$ cat config.mk
export PLATFORM = sky130hd
export DESIGN_NAME = clkirq_flags
export DESIGN_NICKNAME = d
export VERILOG_FILES = /design/src/rtl/clkirq_pkg.sv /design/src/rtl/clkirq_sync.sv /design/src/rtl/clkirq_rise.sv /design/src/rtl/clkirq_flagbank.sv /design/src/rtl/clkirq_flags.sv
export SDC_FILE = /design/constraint.sdc
export NUM_CORES = 1
export LEC_CHECK = 0
export CAP_MARGIN = 25
export CORE_ASPECT_RATIO = 2
export CORE_MARGIN = 1
export CORE_UTILIZATION = 31
export DETAILED_ROUTE_END_ITERATION = 7
export PLACE_DENSITY = 0.91
export SKIP_CTS_REPAIR_TIMING = 1
export SYNTH_ARGS = -nofsm -noshare
export SYNTH_HDL_FRONTEND = slang
export SYNTH_SLANG_ARGS = --single-unit
$ cat constraint.sdc
create_clock -name clk -period 0.8 [get_ports clk]
set_input_delay 0.16 -clock clk [delete_from_list [all_inputs] [get_ports clk]]
set_output_delay 0.16 -clock clk [all_outputs]
set_load 0.01 [all_outputs]
$ cat src/rtl/clkirq_pkg.sv
package clkirq_pkg;
  localparam int NUM_RDY   = 5;
  localparam int NUM_FAIL  = 2;
  localparam int NUM_FLAGS = NUM_RDY + NUM_FAIL;
  localparam int NUM_SWCTL = 2;

  localparam int IDX_LSINT_RDY  = 0;
  localparam int IDX_LSEXT_RDY  = 1;
  localparam int IDX_HSINT_RDY  = 2;
  localparam int IDX_HSAUX_RDY  = 3;
  localparam int IDX_HSEXT_RDY  = 4;
  localparam int IDX_HSEXT_FAIL = 5;
  localparam int IDX_LSEXT_FAIL = 6;

  typedef logic [NUM_FLAGS-1:0] flag_vec_t;
endpackage

$ cat src/rtl/clkirq_sync.sv
module clkirq_sync #(
  parameter int WIDTH  = 1,
  parameter int STAGES = 2
) (
  input  logic             clk,
  input  logic             rst,
  input  logic [WIDTH-1:0] d_i,
  output logic [WIDTH-1:0] q_o
);
  logic [WIDTH-1:0] chain [STAGES];

  always_ff @(posedge clk) begin
    if (rst) begin
      for (int s = 0; s < STAGES; s++) chain[s] <= '0;
    end else begin
      chain[0] <= d_i;
      for (int s = 1; s < STAGES; s++) chain[s] <= chain[s-1];
    end
  end

  assign q_o = chain[STAGES-1];
endmodule

$ cat src/rtl/clkirq_rise.sv
module clkirq_rise #(
  parameter int WIDTH = 1
) (
  input  logic             clk,
  input  logic             rst,
  input  logic [WIDTH-1:0] lvl_i,
  output logic [WIDTH-1:0] rise_o
);
  logic [WIDTH-1:0] prev_q;

  always_ff @(posedge clk) begin
    if (rst) prev_q <= '0;
    else     prev_q <= lvl_i;
  end

  assign rise_o = lvl_i & ~prev_q;

  AST_RISE_SINGLE: assert property (@(posedge clk) disable iff (rst)
    (rise_o != '0) |=> ((rise_o & $past(rise_o)) == '0));
endmodule

$ cat src/rtl/clkirq_flagbank.sv
module clkirq_flagbank #(
  parameter int WIDTH = 1
) (
  input  logic             clk,
  input  logic             rst,
  input  logic [WIDTH-1:0] set_i,
  input  logic [WIDTH-1:0] clr_i,
  output logic [WIDTH-1:0] q_o
);
  always_ff @(posedge clk) begin
    if (rst) q_o <= '0;
    else     q_o <= (q_o & ~clr_i) | set_i;
  end

  for (genvar b = 0; b < WIDTH; b++) begin : g_chk
    AST_SET_BEATS_CLEAR: assert property (@(posedge clk) disable iff (rst)
      set_i[b] |=> q_o[b]);
    AST_CLEAR_TAKES: assert property (@(posedge clk) disable iff (rst)
      (clr_i[b] && !set_i[b]) |=> !q_o[b]);
  end
endmodule

$ cat src/rtl/clkirq_flags.sv
module clkirq_flags
  import clkirq_pkg::*;
#(
  parameter int DATA_W      = 32,
  parameter int SYNC_STAGES = 2
) (
  input  logic                 clk,
  input  logic                 rst,
  input  logic [NUM_RDY-1:0]   osc_stable_i,
  input  logic [NUM_FAIL-1:0]  osc_fail_i,
  input  logic [NUM_RDY-1:0]   rdy_ie_i,
  input  logic [NUM_SWCTL-1:0] sw_on_i,
  input  logic [NUM_SWCTL-1:0] periph_req_i,
  input  logic                 clr_wr_i,
  input  logic [DATA_W-1:0]    clr_data_i,
  output logic [DATA_W-1:0]    flag_word_o,
  output logic [DATA_W-1:0]    clr_word_o,
  output logic                 irq_o
);
  localparam int PAD_W = DATA_W - NUM_FLAGS;

  flag_vec_t raw_in, sync_lvl, rise_ev, set_vec, clr_vec, flag_q;
  logic [NUM_RDY-1:0] set_rdy;
  logic               unused_hi;

  assign raw_in = {osc_fail_i, osc_stable_i};

  clkirq_sync #(.WIDTH(NUM_FLAGS), .STAGES(SYNC_STAGES)) u_sync (
    .clk(clk), .rst(rst), .d_i(raw_in), .q_o(sync_lvl)
  );

  clkirq_rise #(.WIDTH(NUM_FLAGS)) u_rise (
    .clk(clk), .rst(rst), .lvl_i(sync_lvl), .rise_o(rise_ev)
  );

  for (genvar g = 0; g < NUM_RDY; g++) begin : g_rdy
    if (g == IDX_HSINT_RDY) begin : g_sw0
      assign set_rdy[g] = rise_ev[g] & rdy_ie_i[g] & sw_on_i[0];
    end else if (g == IDX_HSAUX_RDY) begin : g_sw1
      assign set_rdy[g] = rise_ev[g] & rdy_ie_i[g] & sw_on_i[1];
    end else begin : g_plain
      assign set_rdy[g] = rise_ev[g] & rdy_ie_i[g];
    end
  end

  assign set_vec   = {rise_ev[NUM_FLAGS-1:NUM_RDY], set_rdy};
  assign clr_vec   = clr_wr_i ? clr_data_i[NUM_FLAGS-1:0] : '0;
  assign unused_hi = ^clr_data_i[DATA_W-1:NUM_FLAGS];

  clkirq_flagbank #(.WIDTH(NUM_FLAGS)) u_bank (
    .clk(clk), .rst(rst), .set_i(set_vec), .clr_i(clr_vec), .q_o(flag_q)
  );

  always_ff @(posedge clk) begin
    if (rst) irq_o <= 1'b0;
    else     irq_o <= |flag_q;
  end

  assign flag_word_o = {{PAD_W{1'b0}}, flag_q};
  assign clr_word_o  = '0;

  for (genvar g = 0; g < NUM_RDY; g++) begin : g_ie_chk
    AST_RDY_NEEDS_IE: assert property (@(posedge clk) disable iff (rst)
      $rose(flag_q[g]) |-> $past(rdy_ie_i[g]));
  end

  AST_HSINT_NEEDS_ON: assert property (@(posedge clk) disable iff (rst)
    $rose(flag_q[IDX_HSINT_RDY]) |-> $past(sw_on_i[0]));
  AST_HSAUX_NEEDS_ON: assert property (@(posedge clk) disable iff (rst)
    $rose(flag_q[IDX_HSAUX_RDY]) |-> $past(sw_on_i[1]));
  AST_HSINT_REQ_SILENT: assert property (@(posedge clk) disable iff (rst)
    (periph_req_i[0] && !sw_on_i[0] && !flag_q[IDX_HSINT_RDY]) |=> !flag_q[IDX_HSINT_RDY]);
  AST_HSAUX_REQ_SILENT: assert property (@(posedge clk) disable iff (rst)
    (periph_req_i[1] && !sw_on_i[1] && !flag_q[IDX_HSAUX_RDY]) |=> !flag_q[IDX_HSAUX_RDY]);
  AST_IRQ_LAG: assert property (@(posedge clk) disable iff (rst)
    1'b1 |=> (irq_o == $past(|flag_word_o)));
endmodule

==> out/summary.txt <==
Final min period: 918 ps
Syn Area/Cell: 9.81 um^2
Area contributors post-synth: dfxtp_1 44%, buf_4 32%, nor2b_1 11%
DP Cell Count: 222
Area Growth Syn to Fin: 29.8%
Crit path from: u_bank.q_o[1]
Grt peak-use layer: met2
DRC Markers: 0
Hold Startpoint: rst
Post-Syn Area: 1320 um^2
WS Path Type: register to primary output
Post-synthesis xor/xnor area fraction: 0%
Met2 Use GR: 15.0%
Share of cells above drive strength 1: 22.5%
Via density: 3.63
Core box area: 4090 um^2
Main combinational cell family by area after synthesis: buffers and inverters
H-tree depth: 2
Vias in the first global route: 646
Max incr delay on CP: 360 ps
Outcome: finished with violations
Clock Sink Count: 29
Worst skew pair latency: 280 ps
Starting density of the core: 32.4%
CP required: 640 ps
Routing usage on met1: 5.24%
Filler cells: 401
CP Launch Type: register
Register area share after synthesis: 43.9%
Pre-Repair DR Iteration Count: 3
Total GRT Usage: 8.64%
Type of the tightest min-delay check: input port to register
Die outline height: 94.4 um
RSZ-0062 raised after global routing: true
Final nets: 228
Setup violations, final: 13
P per Cell Area: 1870 nW/um^2
LEAKAGE: 0.790 nW
Crit. End Element: primary output
CP cell instances: buf_6
Initial antenna violation count: 0
CP Data Arrival Time: 760 ps
ANT nets after route: 0
Synth top area share: 43.9%
Initial drt markers: 6
Synth area leader: dfxtp_1
Clk pin slew, worst setup/hold paths: 60 ps
Tcrit/Tclk final: 115%
Worst Skew: 6.25 ps
CTS tree: yes
DIE AREA: 4550 um^2
Simple-gate share of the synthesized area: 15.3%
Cells after Synth: 135
Die X: 48.2 um
Final wirelength: 2150 um
DR vias: 836
Yosys warning count: 0
Port bufs: 31
Clk buf depth: 2
Slowest CP cell: dfxtp_4
Final Hold Fails: 0
Synth cell types: 14
Max-Cap Viols: 0
Routing usage on met3: 4.59%
N_diodes: 0
Final WS setup: -118 ps
Fmax: 1090 MHz
Largest net degree at the start of global routing: 16
Crit path max-delay family: flip-flops
First-pass GRT wire length: 2550 um
CTS buffer count: 5
Num rows: 33
Root Buffer: clkbuf_8
Setup TNS: -888 ps
Total congestion overflow: 0
Adder-Cell Fraction of Synth Area: 0%
Failing checks: negative setup slack
Dpl hpwl: 1430 um
FF-to-FF Start: u_bank.q_o[5]
DR WL/cell: 9.37 um
Slew Viols, Final: 0
Num ports: 116
Fin cells: 230
Post-synthesis mux area share: 0%
Yosys reg bits: 29
WP buf/inv: 1
Gpl congestion: 0.602
Compound-Gate Fraction of Synth Area: 7.18%
Critical Path Fanout Max: 3
Worst vdd rail ir drop: 1100 uV
-- final timing paths --
kind / end / slack (ps) / cells past startpoint
worst max-delay path: flag_word_o[1] / -120 / 1
worst min-delay path: u_rise.prev_q[1] / 240 / 2
worst max register to register: irq_o / -90 / 3
worst min register to register: u_sync.chain[0][9] / 430 / 1
-- cells in the final DEF (no fill, tap or decap) --
| master | synthesis | layout |
|---|---|---|
| nor3_1 | 1 | 1 |
| buf_6 | 0 | 11 |
| nand2b_1 | 2 | 2 |
| buf_4 | 57 | 3 |
| dfxtp_1 | 29 | 22 |
| inv_2 | 1 | 1 |
| a21bo_4 | 0 | 4 |
| nand2_1 | 3 | 3 |
| clkinv_2 | 0 | 1 |
| clkdlybuf4s50_1 | 0 | 21 |
| a21oi_2 | 0 | 4 |
| dfxtp_2 | 0 | 5 |
| nor4_4 | 0 | 1 |
| a32o_1 | 3 | 3 |
| dlymetal6s2s_1 | 0 | 2 |
| conb_1 | 1 | 57 |
| buf_2 | 2 | 1 |
| dfxtp_4 | 0 | 2 |
| clkbuf_8 | 0 | 7 |
| nand4b_1 | 2 | 2 |
| nor2b_1 | 24 | 24 |
| a21oi_1 | 5 | 1 |
-- layer usage --
metal | part of all wire [%] | routed length (um) | vias to the layer above
li1 | - | - | 399
met1 | 27 | 585 | 352
met2 | 57 | 1220 | 80
met3 | 13 | 288 | 5
met4 | 2.9 | 63 | 0
met5 | 0 | 0 | -
-- metrics by stage --
stage	total power, mW	hold WS [ps]	instance area (um^2)	util [%]	setup slack [ps]
2_1_floorplan	1.96	232	1530	-	8.87
3_3_place_gp	1.92	420	1520	37.3	-416
3_5_place_dp	1.93	424	1520	37.3	-441
4_1_cts	3.23	426	1630	39.8	-568
5_1_grt	3.39	258	1720	42.0	-142
6_report	3.22	245	1720	42.0	-118
-- cells in the mapped netlist --
cell,number
buf_4,57
dfxtp_1,29
nor2b_1,24
a21oi_1,5
a21bo_2,4
a32o_1,3
nand2_1,3
buf_2,2
nand2b_1,2
nand4b_1,2
conb_1,1
inv_2,1
nor3_1,1
nor4_1,1
-- state kept, by name (all words and copies together) (netlist names) --
| name | count |
|---|---|
| u_rise.prev_q | 7 |
| u_bank.q_o | 7 |
| irq_o | 1 |
| u_sync.chain | 14 |
-- final cells by class --
cell class / instances / area [um^2] / area share [%]
well taps: 52 / 65.1 / 3.79
clock inverters: 1 / 5.00 / 0.291
multi-input cells: 102 / 567 / 33.0
flip-flops and latches: 29 / 594 / 34.6
repair buffers: 38 / 387 / 22.5
inverters: 1 / 3.75 / 0.218
clock buffers: 7 / 96.3 / 5.61
-- worst register-to-register path, cell delays in order (launching register included) --
cell	delay [ps]
dfxtp_2	330
buf_6	120
nor4_4	230
a21oi_1	100
-- power by group --
| part | total (mW) | leakage [nW] | internal (mW) | switching [mW] |
|---|---|---|---|---|
| registers | 1.52 | 0.242 | 1.50 | 0.0219 |
| clock network | 1.28 | 0.0542 | 0.775 | 0.505 |
| logic | 0.416 | 0.493 | 0.197 | 0.219 |
-- cell families after synthesis --
kind of cell | Yosys count
flip-flops | 29
buffers and inverters | 60
other | 1
AO/OA/AOI/OAI | 12
AND/OR/NAND/NOR | 33
(Power assumes the default switching activity.)
